--- src/rtl/fm_pkg.sv ---
package fm_pkg;

  // Strobes handed from the control decode to the datapath.
  typedef struct packed {
    logic negA;     // operand A must be negated to get its magnitude
    logic negB;     // operand B must be negated to get its magnitude
    logic negOut;   // product sign
    logic twosOut;  // emit a two's-complement result
  } fm_ctrl_t;

  function automatic int ceilDiv(input int num, input int den);
    return (num + den - 1) / den;
  endfunction

endpackage

--- src/rtl/fm_ctrl.sv ---
module fm_ctrl
  import fm_pkg::*;
(
  input  logic     modeTwos,
  input  logic     signA,
  input  logic     signB,
  output fm_ctrl_t ctrl
);

  always_comb begin
    ctrl.negA    = modeTwos & signA;
    ctrl.negB    = modeTwos & signB;
    ctrl.negOut  = signA ^ signB;
    ctrl.twosOut = modeTwos;
  end

endmodule

--- src/rtl/fm_tiles.sv ---
module fm_tiles
  import fm_pkg::*;
#(
  parameter int FRAC_W  = 24,
  parameter int DIGIT_W = 9,
  localparam int NUM_DIG = ceilDiv(FRAC_W, DIGIT_W),
  localparam int EXT_W   = NUM_DIG * DIGIT_W,
  localparam int PW      = 2 * FRAC_W,
  localparam int NSUM    = NUM_DIG * NUM_DIG
) (
  input  logic [FRAC_W-1:0]        magA,
  input  logic [FRAC_W-1:0]        magB,
  output logic [NSUM-1:0][PW-1:0]  summands
);

  logic [EXT_W-1:0] extA;
  logic [EXT_W-1:0] extB;

  assign extA = EXT_W'(magA);
  assign extB = EXT_W'(magB);

  for (genvar gi = 0; gi < NUM_DIG; gi++) begin : g_rowA
    for (genvar gj = 0; gj < NUM_DIG; gj++) begin : g_colB
      localparam int SHIFT = DIGIT_W * (gi + gj);
      logic [2*DIGIT_W-1:0] digitProd;

      // One small digit multiplier per digit pair.
      assign digitProd = extA[gi*DIGIT_W +: DIGIT_W] * extB[gj*DIGIT_W +: DIGIT_W];

      // Place the digit product at its weight; anything above PW would be zero.
      assign summands[gi*NUM_DIG + gj] = PW'(digitProd) << SHIFT;
    end
  end

endmodule

--- src/rtl/fm_reduce.sv ---
module fm_reduce #(
  parameter int PW    = 48,
  parameter int NSUM  = 9,
  parameter int CTR_P = 3
) (
  input  logic [NSUM-1:0][PW-1:0] summands,
  output logic [PW-1:0]           rowSum,
  output logic [PW-1:0]           rowCarry
);

  // Each level removes at least one row, so NSUM levels always suffice.
  localparam int MAX_LVL = NSUM;

  always_comb begin
    logic [NSUM-1:0][PW-1:0] work;
    logic [NSUM-1:0][PW-1:0] nxt;
    logic [PW-1:0] accS;
    logic [PW-1:0] accC;
    logic [PW-1:0] addend;
    logic [PW-1:0] newS;
    logic [PW-1:0] refSum;
    int rows;
    int grp;
    int numGrp;
    int leftOver;

    work = summands;
    rows = NSUM;

    for (int lvl = 0; lvl < MAX_LVL; lvl++) begin
      if (rows > 2) begin
        // Inputs per counter on this level, capped by the rows still present.
        grp      = (CTR_P < rows) ? CTR_P : rows;
        numGrp   = rows / grp;
        leftOver = rows - numGrp * grp;
        nxt      = '0;

        for (int g = 0; g < NSUM; g++) begin
          if (g < numGrp) begin
            // A (p,2) counter: a chain of carry-save stages whose carries
            // move one column up and never ripple.
            accS = work[g*grp];
            accC = work[g*grp + 1];
            for (int k = 2; k < CTR_P; k++) begin
              if (k < grp) begin
                addend = work[g*grp + k];
                newS   = accS ^ accC ^ addend;
                accC   = ((accS & accC) | (accS & addend) | (accC & addend)) << 1;
                accS   = newS;
              end
            end
            nxt[2*g]     = accS;
            nxt[2*g + 1] = accC;
          end
        end

        // Rows that do not fill a whole counter pass straight to the next level.
        for (int r = 0; r < CTR_P; r++) begin
          if (r < leftOver) begin
            nxt[2*numGrp + r] = work[numGrp*grp + r];
          end
        end

        work = nxt;
        rows = 2 * numGrp + leftOver;
      end
    end

    rowSum   = work[0];
    rowCarry = work[1];

    refSum = '0;
    for (int k = 0; k < NSUM; k++) begin
      refSum = refSum + summands[k];
    end

    // the reduction ends in exactly two rows.
    a_r7_two_rows: assert (rows == 2)
      else $error("reduction left %0d rows", rows);

    // the rows that remain keep the total of the summands.
    a_r7_rows_keep_total: assert (rowSum + rowCarry == refSum)
      else $error("row total differs from summand total");
  end

endmodule

--- src/rtl/fm_datapath.sv ---
module fm_datapath
  import fm_pkg::*;
#(
  parameter int FRAC_W  = 24,
  parameter int DIGIT_W = 9,
  parameter int CTR_P   = 3,
  localparam int NUM_DIG = ceilDiv(FRAC_W, DIGIT_W),
  localparam int NSUM    = NUM_DIG * NUM_DIG,
  localparam int PW      = 2 * FRAC_W
) (
  input  fm_ctrl_t          ctrl,
  input  logic [FRAC_W-1:0] fracA,
  input  logic [FRAC_W-1:0] fracB,
  output logic [PW-1:0]     prodMag,
  output logic [PW:0]       prodOut
);

  logic [FRAC_W-1:0]       magA;
  logic [FRAC_W-1:0]       magB;
  logic [NSUM-1:0][PW-1:0] summands;
  logic [PW-1:0]           rowSum;
  logic [PW-1:0]           rowCarry;
  logic [PW:0]             widened;
  logic [PW:0]             negated;

  // Magnitude of a negative two's-complement operand: 2^FRAC_W minus its fraction.
  assign magA = ctrl.negA ? (~fracA + 1'b1) : fracA;
  assign magB = ctrl.negB ? (~fracB + 1'b1) : fracB;

  fm_tiles #(
    .FRAC_W  (FRAC_W),
    .DIGIT_W (DIGIT_W)
  ) u_tiles (
    .magA     (magA),
    .magB     (magB),
    .summands (summands)
  );

  fm_reduce #(
    .PW    (PW),
    .NSUM  (NSUM),
    .CTR_P (CTR_P)
  ) u_reduce (
    .summands (summands),
    .rowSum   (rowSum),
    .rowCarry (rowCarry)
  );

  // Final carry-propagate adder.
  assign prodMag = rowSum + rowCarry;

  assign widened = {1'b0, prodMag};
  assign negated = ~widened + 1'b1;

  always_comb begin
    if (ctrl.twosOut) begin
      prodOut = ctrl.negOut ? negated : widened;
    end else begin
      prodOut = {ctrl.negOut, prodMag};
    end
  end

  always_comb begin
    // in two's-complement mode the most negative code is outside the operand range.
    a_r4_no_min_neg: assert (!((ctrl.negA && fracA == '0) || (ctrl.negB && fracB == '0)))
      else $error("most negative two's-complement operand applied");

    // a zero magnitude on either side gives a zero product.
    a_r8_zero_operand: assert (!(magA == '0 || magB == '0) || prodMag == '0)
      else $error("zero operand gave a nonzero product");

    // a nonzero two's-complement result carries the product sign on top.
    a_r5_sign_on_top: assert (!(ctrl.twosOut && prodMag != '0) || prodOut[PW] == ctrl.negOut)
      else $error("two's-complement result has the wrong sign");
  end

endmodule

--- src/rtl/fm_frac_mul.sv ---
module fm_frac_mul
  import fm_pkg::*;
#(
  parameter int FRAC_W  = 24,
  parameter int DIGIT_W = 9,
  parameter int CTR_P   = 3,
  localparam int PW = 2 * FRAC_W
) (
  input  logic            modeTwos,
  input  logic [FRAC_W:0] opA,
  input  logic [FRAC_W:0] opB,
  output logic            prodSign,
  output logic [PW-1:0]   prodMag,
  output logic [PW:0]     prodOut
);

  if (!(DIGIT_W == 9 || DIGIT_W == 13 || DIGIT_W == 17 || DIGIT_W == 21) ||
      !(CTR_P == 3 || CTR_P == 5 || CTR_P == 7)) begin : g_badParam
    $error("unsupported digit width or counter size");
  end

  fm_ctrl_t ctrl;

  fm_ctrl u_ctrl (
    .modeTwos (modeTwos),
    .signA    (opA[FRAC_W]),
    .signB    (opB[FRAC_W]),
    .ctrl     (ctrl)
  );

  fm_datapath #(
    .FRAC_W  (FRAC_W),
    .DIGIT_W (DIGIT_W),
    .CTR_P   (CTR_P)
  ) u_datapath (
    .ctrl    (ctrl),
    .fracA   (opA[FRAC_W-1:0]),
    .fracB   (opB[FRAC_W-1:0]),
    .prodMag (prodMag),
    .prodOut (prodOut)
  );

  assign prodSign = ctrl.negOut;

endmodule

--- config.mk ---
export PLATFORM = sky130hd
export DESIGN_NAME = fm_frac_mul
export DESIGN_NICKNAME = d
export VERILOG_FILES = /design/src/rtl/fm_pkg.sv /design/src/rtl/fm_ctrl.sv /design/src/rtl/fm_tiles.sv /design/src/rtl/fm_reduce.sv /design/src/rtl/fm_datapath.sv /design/src/rtl/fm_frac_mul.sv
export SDC_FILE = /design/constraint.sdc
export NUM_CORES = 2
export LEC_CHECK = 0
export ABC_CLOCK_PERIOD_IN_PS = 13900
export BUFFER_PORTS_ARGS = -buffer_cell sky130_fd_sc_hd__buf_2
export CELL_PAD_IN_SITES_DETAIL_PLACEMENT = 2
export CELL_PAD_IN_SITES_GLOBAL_PLACEMENT = 2
export CORE_AREA = 2 2 219 328
export DETAILED_ROUTE_END_ITERATION = 12
export DIE_AREA = 0 0 221 330
export GPL_TIMING_DRIVEN = 0
export PLACE_DENSITY = 0.87
export SLEW_MARGIN = 20
export SYNTH_ARGS = -nofsm -noshare
export SYNTH_HDL_FRONTEND = slang
export SYNTH_SLANG_ARGS = --single-unit
--- constraint.sdc ---
create_clock -name vclk -period 13.9
set_input_delay 1.39 -clock vclk [all_inputs]
set_output_delay 1.39 -clock vclk [all_outputs]
set_load 0.02 [all_outputs]
==> flow_summary.html <==
<table>
<tr><th>Metric</th><th>Value</th></tr>
<tr><th colspan="2">Setup path</th></tr>
<tr><td>Critical path peak fanout</td><td>7</td></tr>
<tr><td>Endpoint kind of the worst setup timing path</td><td>primary output</td></tr>
<tr><td>Slowest cell delay on critical path</td><td>0.91 ns</td></tr>
<tr><td>Max stage delay cell, worst path</td><td>fa_2</td></tr>
<tr><td>Critical Setup Path Class</td><td>primary input to primary output</td></tr>
<tr><td>Family with the most delay on the worst path</td><td>adder cells</td></tr>
<tr><td>Data arrival time of the worst path</td><td>14.41 ns</td></tr>
<tr><td>Required time worst endpoint</td><td>12.51 ns</td></tr>
<tr><td>Worst path most repeated cell</td><td>fa_1</td></tr>
<tr><td>Count of buffer and inverter cells on the critical path</td><td>8</td></tr>
<tr><td>Critical path startpoint category</td><td>primary input</td></tr>
<tr><th colspan="2">STA</th></tr>
<tr><td>Transition time of the tightest slew-check pin</td><td>1.40 ns</td></tr>
<tr><td>Worst slew margin relative to its limit</td><td>6.59%</td></tr>
<tr><td>RSZ-0062 raised after global routing</td><td>yes</td></tr>
<tr><td>Final WS setup</td><td>-1.90 ns</td></tr>
<tr><td>Final Hold Fails</td><td>0</td></tr>
<tr><td>Tmin final</td><td>15.80 ns</td></tr>
<tr><td>Max Freq</td><td>63.3 MHz</td></tr>
<tr><td>Number of endpoints failing setup at the final stage</td><td>51</td></tr>
<tr><td>Final worst-path cycle share</td><td>114%</td></tr>
<tr><td>Max Slew Vio Count</td><td>0</td></tr>
<tr><th colspan="2">Finish</th></tr>
<tr><td>Area growth from synthesis to layout</td><td>32.6%</td></tr>
<tr><td>Number of nets at the end of the flow</td><td>4,311</td></tr>
<tr><td>Area taken by flip-flops and latches</td><td>0 um^2</td></tr>
<tr><td>Filler cell count</td><td>7,608</td></tr>
<tr><td>Layout cell share with drive strength beyond 1</td><td>26.7%</td></tr>
<tr><td>Clkbuf count</td><td>0</td></tr>
<tr><td>Sequential cell count of the final layout</td><td>0</td></tr>
<tr><th colspan="2">Min path</th></tr>
<tr><td>Number of instances on the worst hold path</td><td>4</td></tr>
<tr><td>Hold EP</td><td>prodMag[0]</td></tr>
<tr><td>Type of the worst min-delay path</td><td>primary input to primary output</td></tr>
<tr><td>Startpoint of the tightest hold check path</td><td>opA[0]</td></tr>
<tr><th colspan="2">Placement</th></tr>
<tr><td>Setup slack after placement</td><td>-4.23 ns</td></tr>
<tr><td>Post-detail-place hpwl</td><td>103,000 um</td></tr>
<tr><td>Placer congestion estimate</td><td>0.928</td></tr>
<tr><td>Port-buffer cells</td><td>145</td></tr>
<tr><th colspan="2">Drt</th></tr>
<tr><td>Total wire length</td><td>207,000 um</td></tr>
<tr><td>Post-DRT Antenna Nets</td><td>0</td></tr>
<tr><td>Detailed-routing iteration count for the pre-antenna-repair pass</td><td>8</td></tr>
<tr><td>Vias</td><td>30,600</td></tr>
<tr><td>Initial drt markers</td><td>4,010</td></tr>
<tr><td>DR WL/cell</td><td>47.0 um</td></tr>
<tr><td>Vias per inst</td><td>6.95</td></tr>
<tr><td>Remaining design rule violation count</td><td>0</td></tr>
<tr><th colspan="2">Floorplanning</th></tr>
<tr><td>Core region area</td><td>70,100 um^2</td></tr>
<tr><td>Count of pins on the block boundary</td><td>149</td></tr>
<tr><td>Rows</td><td>119</td></tr>
<tr><td>X dimension of the die</td><td>221 um</td></tr>
<tr><td>Floorplan die height</td><td>330 um</td></tr>
<tr><td>Starting density of the core</td><td>34.6%</td></tr>
<tr><td>Total die area</td><td>72,900 um^2</td></tr>
<tr><th colspan="2">Synthesis</th></tr>
<tr><td>Synth Cell Area</td><td>24,300 um^2</td></tr>
<tr><td>Cells taking the most area after synthesis</td><td>fa_1 (33%), ha_1 (21%), inv_1 (10%)</td></tr>
<tr><td>Per-instance average area after synthesis</td><td>7.82 um^2</td></tr>
<tr><td>Synthesized instance count</td><td>3,105</td></tr>
<tr><td>Most instantiated library cell after synthesis</td><td>inv_1</td></tr>
<tr><td>Ys Warns</td><td>0</td></tr>
<tr><td>Synth cell count leaders</td><td>inv_1 (660), ha_1 (398), fa_1 (397)</td></tr>
<tr><td>Share of Yosys cell area claimed by the top area cell type</td><td>32.7%</td></tr>
<tr><td>Biggest area consumer among synthesized cells</td><td>fa_1</td></tr>
<tr><td>Post-synthesis sequential area ratio</td><td>0%</td></tr>
<tr><td>Synthesized net count</td><td>3,951</td></tr>
<tr><td>Number of distinct standard cells referenced by the synthesized netlist</td><td>84</td></tr>
<tr><th colspan="2">GRT</th></tr>
<tr><td>Largest net degree at the start of global routing</td><td>12</td></tr>
<tr><td>Global-route wire length before repair</td><td>230,000 um</td></tr>
<tr><td>Number of global-route vias before repair</td><td>31,800</td></tr>
<tr><td>Tot GR Track Use</td><td>43.9%</td></tr>
<tr><td>Remaining Overflow, GRT</td><td>0</td></tr>
<tr><td>Number of antenna violations at the first check in global routing</td><td>28</td></tr>
<tr><th colspan="2">Run status</th></tr>
<tr><td>Status</td><td>finished with violations</td></tr>
<tr><td>Violations in the final reports</td><td>setup timing</td></tr>
<tr><th colspan="2">Run</th></tr>
<tr><td>Count of maximum capacitance violations</td><td>0</td></tr>
</table>
-- cell families (layout without fill, tap and decap cells) --
| family | Yosys count | in the layout | synth area share [%] |
|---|---|---|---|
| fa+ha+maj | 795 | 795 | 53.2 |
| xor+xnor | 240 | 240 | 8.65 |
| mux | 1 | 1 | 0.0464 |
| simple gates | 946 | 946 | 16.6 |
| compound gates | 362 | 362 | 9.58 |
| other cells | 0 | 29 | 0 |
| buf+inv | 761 | 1119 | 11.8 |
-- worst min-delay path, cell delays in order --
cell     delay [ns]
buf_8          0.15
nand2_1        0.14
inv_1          0.08
buf_2          0.17
-- final cells by class --
cell class / count / area (um^2) / area share, %
Timing Repair Buffer: 369 / 2740 / 8.50
Multi-Input combinational cell: 2344 / 24900 / 77.5
Antenna cell: 29 / 72.6 / 0.225
Buffer: 88 / 782 / 2.43
Tap cell: 907 / 1130 / 3.52
Inverter: 662 / 2530 / 7.85
-- timing repair --
action / CTS / global route
gates resized for setup: 444 / 453
setup buffers: 104 / 112
setup endpoints to repair: 69 / 56
hold buffers: 0 / 0
pin swaps: 126 / 153
endpoints found under the hold margin: 0 / 0
cloned: 0 / 1
-- worst max path at each step --
stage,start,endpoint,slack (ns),cells past startpoint
after floorplan,opB[0],prodOut[40],0.07,41
after global placement,opA[0],prodOut[47],-3.52,46
after detailed placement,opA[0],prodOut[47],-4.23,47
after CTS,opB[1],prodOut[46],-0.38,44
after global routing,opA[0],prodOut[40],-1.90,46
final,opB[4],prodOut[40],-1.90,42
-- stage by stage --
stage	cell area [um^2]	std cells	util, %	hold WS, ns	TNS [ns]
after CTS	29300	4265	41.8	3.26	-3.66
final	32200	4399	45.9	3.33	-51.79
after floorplan	24400	3105	-	2.93	0
after detailed placement	26500	4165	37.8	3.40	-170.58
after global placement	26300	4157	37.4	3.38	-133.42
after global routing	32100	4377	45.8	3.33	-50.25
-- routing by layer --
metal | track usage [%] | routed length, um | vias to the layer above
li1 | - | - | 10400
met1 | 42.6 | 63600 | 14900
met2 | 73.0 | 86800 | 3448
met3 | 12.1 | 26400 | 1846
met4 | 47.2 | 29800 | 19
met5 | 0 | 359 | -
-- placed cells by master, fill, tap and decap left out, types with 22 or more instances in the layout --
cell / netlist / layout
xor2_1: 92 / 41
and2_1: 32 / 28
buf_4: 1 / 213
fa_2: 0 / 26
a21oi_1: 110 / 48
nand2_1: 394 / 381
o21ai_1: 11 / 22
ha_4: 0 / 28
a21oi_4: 0 / 28
xor2_4: 0 / 23
buf_2: 7 / 124
a21oi_2: 2 / 36
fa_1: 397 / 371
ha_1: 398 / 352
buf_6: 1 / 35
xor2_2: 0 / 28
nor2_1: 359 / 336
inv_1: 660 / 634
xnor2_2: 0 / 36
nor3_1: 43 / 32
xnor2_4: 0 / 23
xnor2_1: 148 / 89
diode_2: 0 / 29
a21o_1: 22 / 22
o21ai_0: 76 / 36
